==> src/rtl/refsched_pkg.sv <==
package refsched_pkg;
  typedef enum logic {ST_IDLE = 1'b0, ST_SCAN = 1'b1} sched_st_e;
  typedef enum logic {BIN_FAST = 1'b0, BIN_MID = 1'b1} rate_bin_e;
  localparam int NUM_BINS = 2;
endpackage

==> src/rtl/refsched_bloom.sv <==
module refsched_bloom #(
  parameter int KEY_W       = 6,
  parameter int FILTER_BITS = 16,
  parameter int HMUL        = 157
) (
  input  logic             clk_i,
  input  logic             rst_ni,
  input  logic             clr_i,
  input  logic             ins_i,
  input  logic [KEY_W-1:0] ins_key_i,
  input  logic [KEY_W-1:0] probe_key_i,
  output logic             hit_o
);
  localparam int H_W = $clog2(FILTER_BITS);
  localparam int NCH = (KEY_W + H_W - 1) / H_W;
  localparam logic [KEY_W-1:0] HMUL_T = KEY_W'(HMUL);

  logic [FILTER_BITS-1:0] bits_q;

  function automatic logic [H_W-1:0] hash_fold(input logic [KEY_W-1:0] key);
    logic [NCH*H_W-1:0] pad;
    logic [H_W-1:0] h;
    pad = (NCH*H_W)'(key);
    h = '0;
    for (int c = 0; c < NCH; c++) h ^= pad[c*H_W +: H_W];
    return h;
  endfunction

  function automatic logic [H_W-1:0] hash_mul(input logic [KEY_W-1:0] key);
    logic [KEY_W-1:0] p;
    p = key * HMUL_T;
    return p[KEY_W-1 -: H_W];
  endfunction

  logic [H_W-1:0] ins_h1, ins_h2, prb_h1, prb_h2;
  assign ins_h1 = hash_fold(ins_key_i);
  assign ins_h2 = hash_mul(ins_key_i);
  assign prb_h1 = hash_fold(probe_key_i);
  assign prb_h2 = hash_mul(probe_key_i);

  always_ff @(posedge clk_i or negedge rst_ni) begin
    if (!rst_ni) begin
      bits_q <= '0;
    end else if (clr_i) begin
      bits_q <= '0;
    end else if (ins_i) begin
      bits_q[ins_h1] <= 1'b1;
      bits_q[ins_h2] <= 1'b1;
    end
  end

  assign hit_o = bits_q[prb_h1] & bits_q[prb_h2];
endmodule

==> src/rtl/refsched_rate.sv <==
module refsched_rate (
  input  logic       hit_fast_i,
  input  logic       hit_mid_i,
  input  logic [1:0] epoch_i,
  input  logic [1:0] row_lo_i,
  output logic       need_o
);
  always_comb begin
    if (hit_fast_i)      need_o = 1'b1;
    else if (hit_mid_i)  need_o = (epoch_i[0] == row_lo_i[0]);
    else                 need_o = (epoch_i == row_lo_i);
  end
endmodule

==> src/rtl/refsched_timers.sv <==
module refsched_timers #(
  parameter int BANK_W   = 2,
  parameter int CMD_CYC  = 1,
  parameter int BANK_CYC = 8
) (
  input  logic              clk_i,
  input  logic              rst_ni,
  input  logic              fire_i,
  input  logic [BANK_W-1:0] fire_bank_i,
  output logic              bus_free_o,
  output logic [(1<<BANK_W)-1:0] bank_free_o
);
  localparam int NBANKS  = 1 << BANK_W;
  localparam int BUS_CW  = $clog2(CMD_CYC + 1);
  localparam int BANK_CW = $clog2(BANK_CYC + 1);

  logic [BUS_CW-1:0] bus_q;

  always_ff @(posedge clk_i or negedge rst_ni) begin
    if (!rst_ni)              bus_q <= '0;
    else if (fire_i)          bus_q <= BUS_CW'(CMD_CYC);
    else if (bus_q != '0)     bus_q <= bus_q - 1'b1;
  end
  assign bus_free_o = (bus_q == '0);

  for (genvar b = 0; b < NBANKS; b++) begin : g_bank
    logic [BANK_CW-1:0] occ_q;
    always_ff @(posedge clk_i or negedge rst_ni) begin
      if (!rst_ni)                                   occ_q <= '0;
      else if (fire_i && fire_bank_i == BANK_W'(b))  occ_q <= BANK_CW'(BANK_CYC);
      else if (occ_q != '0)                          occ_q <= occ_q - 1'b1;
    end
    assign bank_free_o[b] = (occ_q == '0);
  end
endmodule

==> src/rtl/retention_refresh_sched.sv <==
module retention_refresh_sched
  import refsched_pkg::*;
#(
  parameter int BANK_W      = 2,
  parameter int ROW_W       = 4,
  parameter int FILTER_BITS = 16,
  parameter int HMUL        = 157,
  parameter int CMD_CYC     = 1,
  parameter int BANK_CYC    = 8,
  localparam int KEY_W      = BANK_W + ROW_W,
  localparam int CNT_W      = $clog2((1 << KEY_W) + 1)
) (
  input  logic              clk_i,
  input  logic              rst_ni,
  input  logic              win_tick_i,
  input  logic              flt_clr_i,
  input  logic              flt_ins_i,
  input  logic              flt_bin_i,
  input  logic [KEY_W-1:0]  flt_key_i,
  output logic              cmd_valid_o,
  input  logic              cmd_ready_i,
  output logic [BANK_W-1:0] cmd_bank_o,
  output logic [ROW_W-1:0]  cmd_row_o,
  output logic              busy_o,
  output logic [1:0]        epoch_o,
  output logic [CNT_W-1:0]  ref_cnt_o
);
  localparam int NBANKS = 1 << BANK_W;

  sched_st_e          st_q;
  logic [KEY_W-1:0]   idx_q;
  logic [1:0]         epoch_q;
  logic [CNT_W-1:0]   cnt_q;

  logic               scanning, idle, need, fire, advance, last_idx;
  logic               clr_en, ins_en, bus_free;
  logic [NBANKS-1:0]  bank_free;
  logic [BANK_W-1:0]  cur_bank;
  logic [ROW_W-1:0]   cur_row;
  logic [KEY_W-1:0]   probe_key;
  logic [NUM_BINS-1:0] bin_hit;

  assign scanning  = (st_q == ST_SCAN);
  assign idle      = ~scanning;
  // Bank in low index bits: consecutive probes alternate banks
  assign cur_bank  = idx_q[BANK_W-1:0];
  assign cur_row   = idx_q[KEY_W-1:BANK_W];
  assign probe_key = {cur_bank, cur_row};
  assign last_idx  = &idx_q;

  assign clr_en = idle & flt_clr_i;
  assign ins_en = idle & flt_ins_i & ~flt_clr_i;

  for (genvar g = 0; g < NUM_BINS; g++) begin : g_bin
    refsched_bloom #(
      .KEY_W(KEY_W), .FILTER_BITS(FILTER_BITS), .HMUL(HMUL)
    ) u_bloom (
      .clk_i       (clk_i),
      .rst_ni      (rst_ni),
      .clr_i       (clr_en),
      .ins_i       (ins_en && (int'(flt_bin_i) == g)),
      .ins_key_i   (flt_key_i),
      .probe_key_i (probe_key),
      .hit_o       (bin_hit[g])
    );
  end

  refsched_rate u_rate (
    .hit_fast_i (bin_hit[BIN_FAST]),
    .hit_mid_i  (bin_hit[BIN_MID]),
    .epoch_i    (epoch_q),
    .row_lo_i   (cur_row[1:0]),
    .need_o     (need)
  );

  refsched_timers #(
    .BANK_W(BANK_W), .CMD_CYC(CMD_CYC), .BANK_CYC(BANK_CYC)
  ) u_timers (
    .clk_i       (clk_i),
    .rst_ni      (rst_ni),
    .fire_i      (fire),
    .fire_bank_i (cur_bank),
    .bus_free_o  (bus_free),
    .bank_free_o (bank_free)
  );

  assign cmd_valid_o = scanning & need & bus_free & bank_free[cur_bank];
  assign fire        = cmd_valid_o & cmd_ready_i;
  assign advance     = scanning & (~need | fire);

  always_ff @(posedge clk_i or negedge rst_ni) begin
    if (!rst_ni) begin
      st_q    <= ST_IDLE;
      idx_q   <= '0;
      epoch_q <= '0;
      cnt_q   <= '0;
    end else begin
      if (idle && win_tick_i) begin
        st_q  <= ST_SCAN;
        idx_q <= '0;
        cnt_q <= '0;
      end
      if (fire) cnt_q <= cnt_q + 1'b1;
      if (advance) begin
        idx_q <= idx_q + 1'b1;
        if (last_idx) begin
          st_q    <= ST_IDLE;
          epoch_q <= epoch_q + 1'b1;
        end
      end
    end
  end

  assign cmd_bank_o = cur_bank;
  assign cmd_row_o  = cur_row;
  assign busy_o     = scanning;
  assign epoch_o    = epoch_q;
  assign ref_cnt_o  = cnt_q;
endmodule

==> config.mk <==
export PLATFORM = sky130hd
export DESIGN_NAME = retention_refresh_sched
export DESIGN_NICKNAME = d
export VERILOG_FILES = /design/src/rtl/refsched_pkg.sv /design/src/rtl/refsched_bloom.sv /design/src/rtl/refsched_rate.sv /design/src/rtl/refsched_timers.sv /design/src/rtl/retention_refresh_sched.sv
export SDC_FILE = /design/constraint.sdc
export NUM_CORES = 1
export LEC_CHECK = 0
export BUFFER_PORTS_ARGS = -buffer_cell sky130_fd_sc_hd__buf_4
export CORE_ASPECT_RATIO = 1.5
export CORE_MARGIN = 3
export CORE_UTILIZATION = 40
export CTS_BUF_LIST = sky130_fd_sc_hd__clkbuf_8 sky130_fd_sc_hd__clkbuf_16
export DETAILED_ROUTE_END_ITERATION = 12
export PLACE_DENSITY_LB_ADDON = 0.15
export SETUP_SLACK_MARGIN = 0.02
export SLEW_MARGIN = 20
export SYNTH_ARGS = -nofsm -noshare
export SYNTH_HDL_FRONTEND = slang
export SYNTH_SLANG_ARGS = --single-unit
==> constraint.sdc <==
create_clock -name clk_i -period 7.9 [get_ports clk_i]
set_input_delay 0.79 -clock clk_i [delete_from_list [all_inputs] [get_ports clk_i]]
set_output_delay 0.79 -clock clk_i [all_outputs]
set_load 0.02 [all_outputs]
After elaboration in Yosys (flattened, before gate mapping). Cells that the tools add are included.

Add/sub/neg operators: 8. Multipliers: 2. Magnitude comparators: 7. Equality and inequality tests: 5. Muxes and demuxes: 37. Bitwise gates (word level): 22. Reduce and logical (&&, ||, !) cells: 28.

Operator list (count): $mux 16 (4); $or 16x16->16 (4); $mux 4 (8); $lt 4x5->1 const B (4); $bmux 1 s4 (4); $logic_not 4->1 (4); $reduce_bool 2->1 (8); $reduce_bool 4->1 (4); $sub 4x1->4 const B (4); $mux 1 (14); $mux 7 (2); $mul 6x5->6 const B (2); $mux 6 (2); $and 1x1->1 (10); $logic_and 1x1->1 (9); $demux 1 s4 (2); $ge 4x1->1 const B (2); $xor 4x2->4 (2); $add 7x1->7 const B (1); $reduce_and 7->1 (1); $add 6x1->6 const B (1); $reduce_and 6->1 (1); $not 1->1 (5); $eq 2x2->1 const B (2); other kinds (9) (9).

Register bits after elaboration: 65. Output and inout port bits: 17.

Depth between registers and ports, before layout.
Depth after elaboration: 13. Mapped depth: 19. Mapped depth without buffers: 15.

Cells and area by module. A second synthesis with hierarchy kept.

Cell total of the unflattened synthesis: 470. Area, all modules: 4813.4 um^2.

Modules (own cells, without submodules): refsched_bloom at g_bin[1].u_bloom (instances 1, cells each 149, area each 1483.9 um^2, seq. area each 400.4 um^2); refsched_bloom at g_bin[0].u_bloom (instances 1, cells each 149, area each 1480.2 um^2, seq. area each 400.4 um^2); retention_refresh_sched (instances 1, cells each 90, area each 943.4 um^2, seq. area each 400.4 um^2); refsched_timers (instances 1, cells each 78, area each 869.6 um^2, seq. area each 425.4 um^2); refsched_rate (instances 1, cells each 4, area each 36.3 um^2, seq. area each 0.0 um^2).

Worst setup path before layout. No wires, ideal clock.

Path type: reg2out. From: reg idx_q[3]. To: out cmd_valid_o. Arrival: 4.124 ns. Path slack: 2.986 ns. Cell stages (with the launch flop): 16. Path buffers: 2. Cells stage by stage: dfrtp_1 clkbuf_1 inv_1 fa_1 inv_1 ha_1 ha_1 inv_1 fa_1 buf_2 mux2i_1 mux4_2 and3_1 a211oi_1 a32oi_2 nor2b_1.

Word-level cells in the longest chain between the ends: 9. Elaborated cells between the ends (all ways): 18.

RTL lines: start, declared (RTL line retention_refresh_sched.sv:31) `logic [KEY_W-1:0] idx_q;`; start signal, assigned (RTL line retention_refresh_sched.sv:105) `idx_q <= idx_q + 1'b1;`; $mul 6x5->6 / $xor 4x2->4 (equally long branches) (RTL line refsched_bloom.sv:31, refsched_bloom.sv:25); $bmux 1 s4 (RTL line refsched_bloom.sv:52) `assign hit_o = bits_q[prb_h1] & bits_q[prb_h2];`; $mux 1 (not written as such) (RTL line refsched_bloom.sv:52); $and 1x1->1 (RTL line refsched_bloom.sv:52); $mux 1 (RTL line refsched_rate.sv:10) `else if (hit_mid_i) need_o = (epoch_i[0] == row_lo_i[0]);`; $mux 1 (*) (RTL line refsched_rate.sv:9) `if (hit_fast_i) need_o = 1'b1;`; $and 1x1->1 (*) (3 in a row) (RTL line retention_refresh_sched.sv:87) `assign cmd_valid_o = scanning & need & bus_free & bank_free[cur_bank];`; end, declared (RTL line retention_refresh_sched.sv:20) `output logic cmd_valid_o,`.

Every way passes the cells marked *; elsewhere a longest branch is shown, timed or not. The select of a mux whose other input is x is not followed.

Worst setup path in the final report.
From: reg idx_q[2]. To: out cmd_valid_o.

The elaborated chain is that of the path after synthesis.

==> metrics.md <==
| Metric | Value |
|---|---|
| Antenna-violating nets left | `0` |
| DIE WIDTH | `89.7 µm` |
| PostCTS Resize Cnt | `0` |
| Input/output buffers | `29` |
| Psw | `roughly 0.9 mW` |
| Multiplexer area fraction after synthesis | `13.4%` |
| Post-synth EDFFs | `0` |
| Die Y | `between 100 and 150 µm` |
| Min cycle time layout | `approximately 5.4 ns` |
| Worst EP required | `between 7 and 8 ns` |
| Final Skew | `0.00559 ns` |
| Setup Buffers After CTS | `0` |
| Fin crit share | `around two thirds` |
| H-tree levels | `3` |
| Max cap viols | `0` |
| Cell with the largest stage delay on the worst path | `fa_1` |
| Asr flop ratio synth | `100%` |
| Slew margin rel. | `a little over two fifths` |
| CP cell instances | `inv_1 -> fa_1 -> inv_1 -> ha_1 -> ha_1 -> inv_1 -> fa_1 -> mux2i_1 -> mux4_2 -> and3_1 -> a211oi_1 -> a32oi_2 -> nor2b_1 -> buf_4` |
| # fillers | `937` |
| Post-Synth XOR/XNOR Area | `about 6.5%` |
| Ports | `30` |
| Largest family of logic cells by synthesized area | `compound AO/OA/AOI/OAI gates` |
| CTS tree | `yes` |
| Final hold vios | `0` |
| Drt via density | `5.45` |
| Worst reg2reg path depth | `15` |
| Detailed placement HPWL | `7640 µm` |
| Setup TNS | `0 ns` |
| Commonest non-fill, non-tap cell in the layout | `dfrtp_1` |
| Most frequent cells in the layout | `dfrtp_1 (65), nand2_1 (44), buf_4 (30)` |
| Reg power frac | `between 20 and 30%` |
| Net Count, Synth | `435` |
| Yosys reg bits | `65` |
| Hold_buf cts | `0` |
| Clk root buf | `clkbuf_16` |
| Cells after Synth | `~390` |
| Post-Synth Simple-Gate Area | `between 10 and 15%` |
| Full die area | `0.0118 mm²` |
| Fmax | `about 190 MHz` |
| Clock tree buffer depth | `2` |
| Hold Path Class | `reg2reg` |
| Number of antenna diodes | `0` |
| Detailed Routing Iterations Pass 1 | `4` |
| Total Routed Length | `10,000 µm` |
| Worst Max-Slew Pin Slew | `roughly 0.85 ns` |
| Global-route wire length before repair | `roughly 17,000 µm` |
| GR Overflow Total | `0` |
| Design Power | `2.16 mW` |
| Adder-Cell Fraction of Synth Area | `9.04%` |
| Vias in the first global route | `3,115` |
| Internal | `1.25 mW` |
| Initial cell density of the core | `around 41%` |
| Nature of the critical path startpoint | `flip-flop` |
| Max incr delay on CP | `0.85 ns` |
| DRC violations left | `0` |
| DR iter-0 viols | `120` |
| Rows | `45` |
| Initial antenna violation count | `0` |
| Critical-path maximum fanout | `9` |
| Peak VDD IR | `0.279 mV` |
| Net Sw Frac | `a little over two fifths` |
| Complex-gate fraction of the synthesized area | `14.5%` |
| Prevailing post-synth register cell | `dfrtp_1` |
| Routability Congestion | `0.857` |
| Post-synthesis area per instance | `roughly 11 µm²` |
| Largest net degree at the start of global routing | `between 60 and 70` |
| Vias | `a little over 3,000` |
| Worst Hold Depth | `2` |
| Area Growth Syn to Fin | `13.7%` |
| Combinational Power Share | `around 58%` |
| Leakage power | `2.19 nW` |
| Area of the core | `approximately 0.010 mm²` |
| Yosys warns | `0` |
| Setup crit end kind | `primary output` |
| Yosys cell types | `53` |
| WL per Instance | `approximately 18 µm` |
| CTS Sinks | `65` |
| Status | `completed` |
| Clock transition at path regs | `0.05 ns` |
| Share of cells above drive strength 1 | `16.9%` |
| Cell Area, Synth | `0.00421 mm²` |
| Final net count | `458` |
| Clk_lat worst skew | `0.33 ns` |
| GR Util All Layers | `17.7%` |
| CTS Buf Count | `9` |
| RSZ-0062 raised after global routing | `false` |
| PD cells | `451 mW/mm²` |
| Fin. max-slew vios | `0` |
| Clock share of power | `about 16%` |
| Sequential area share after synthesis | `38.7%` |
| Final count of negative-setup-slack endpoints | `0` |
| Top cell by count, worst path | `inv_1` |
| Critical Setup Path Class | `reg2out` |
| Critical path arrival | `4.58 ns` |
logic make-up after synthesis:
logic type / after synthesis
XOR/XNOR: 27
flip-flops: 65
AND/OR/NAND/NOR: 119
adder cells (fa/ha/maj): 28
AO/OA/AOI/OAI: 80
buffers and inverters: 39
multiplexers: 36
through the flow:
step,hold WS (ns),setup WS (ns),area (µm²),utilization (%),std cells
floorplan,0.458,2.99,4210,-,394
global placement,0.484,2.68,4520,44.3,547
detailed placement,0.488,2.56,4520,44.3,547
CTS,0.508,2.50,4780,46.9,562
global route,0.546,2.16,4780,46.9,562
finish,0.504,2.53,4780,46.9,562
cell usage after synthesis (4+ instances only):
master	n	area share, %
and3_1	4	0.59
buf_1	5	0.45
nor2b_1	9	1.3
mux2i_1	17	4.0
inv_1	21	1.9
or3_1	4	0.59
ha_1	24	7.1
a22oi_1	7	1.2
a22o_1	18	3.7
mux4_2	12	6.4
o21ai_0	17	2.0
nand2b_1	7	1.0
nor2_1	21	1.9
dfrtp_1	65	39
a221o_1	7	1.7
a21oi_1	9	1.1
nand2_1	44	3.9
o22ai_1	6	0.89
nor3_1	5	0.59
clkbuf_1	7	0.62
fa_1	4	1.9
or2_2	4	0.59
xor2_1	8	1.7
xnor2_1	16	3.3
nand3_1	7	0.83
state kept, by name, summed over array words and instances (netlist names):
| signal | flops |
|---|---|
| ref_cnt_o | 7 |
| busy_o | 1 |
| u_timers.bus_q | 1 |
| u_timers.g_bank.occ_q | 16 |
| g_bin.u_bloom.bits_q | 32 |
| idx_q | 6 |
| epoch_o | 2 |
final cells by class:
cell class,instances,area [µm²],area share (%)
flip-flops and latches,65,1630,34.0
well taps,141,176,3.69
clock inverters,5,25.0,0.523
multi-input cells,290,2410,50.4
inverters,21,78.8,1.65
repair buffers,30,225,4.71
clock buffers,10,239,5.00
power by group through the flow:
stage          sequential, mW  clock, mW  combinational, mW
6_report                0.555      0.354               1.25
5_1_grt                 0.572      0.372               1.38
4_1_cts                 0.555      0.359               1.27
3_5_place_dp            0.559          0               1.26
3_3_place_gp            0.553          0               1.25
2_1_floorplan           0.543          0              0.992
layer usage:
layer	vias up	global-route usage (%)	share of wire, %
met3	10	3.32	2.3
met5	-	0	0
met2	42	33.4	56
li1	1479	-	-
met4	0	5.97	1.5
met1	1531	19.8	40
worst paths after layout:
| path | from | end | slack [ns] |
|---|---|---|---|
| setup reg to reg | idx_q[2]$_DFFE_PN0P_ | ref_cnt_o[2]$_DFFE_PN0P_ | 2.59 |
| hold / removal | g_bin[0].u_bloom.bits_q[2]$_DFFE_PN0P_ | g_bin[0].u_bloom.bits_q[2]$_DFFE_PN0P_ | 0.50 |
| setup / recovery | idx_q[2]$_DFFE_PN0P_ | cmd_valid_o | 2.53 |
| max in group asynchronous | rst_ni | g_bin[0].u_bloom.bits_q[3]$_DFFE_PN0P_ | 6.81 |
| hold reg to reg | g_bin[0].u_bloom.bits_q[2]$_DFFE_PN0P_ | g_bin[0].u_bloom.bits_q[2]$_DFFE_PN0P_ | 0.50 |
| min in group asynchronous | rst_ni | ref_cnt_o[5]$_DFFE_PN0P_ | 0.55 |
critical path: cells and delay by family (launching register included):
family	cells	cell delay (ns)
adder cells (fa/ha/maj)	4	1.94
multiplexers	2	0.61
flip-flops	1	0.55
buffers and inverters	4	0.40
AO/OA/AOI/OAI	2	0.39
AND/OR/NAND/NOR	2	0.35
(Power assumes the default switching activity.)
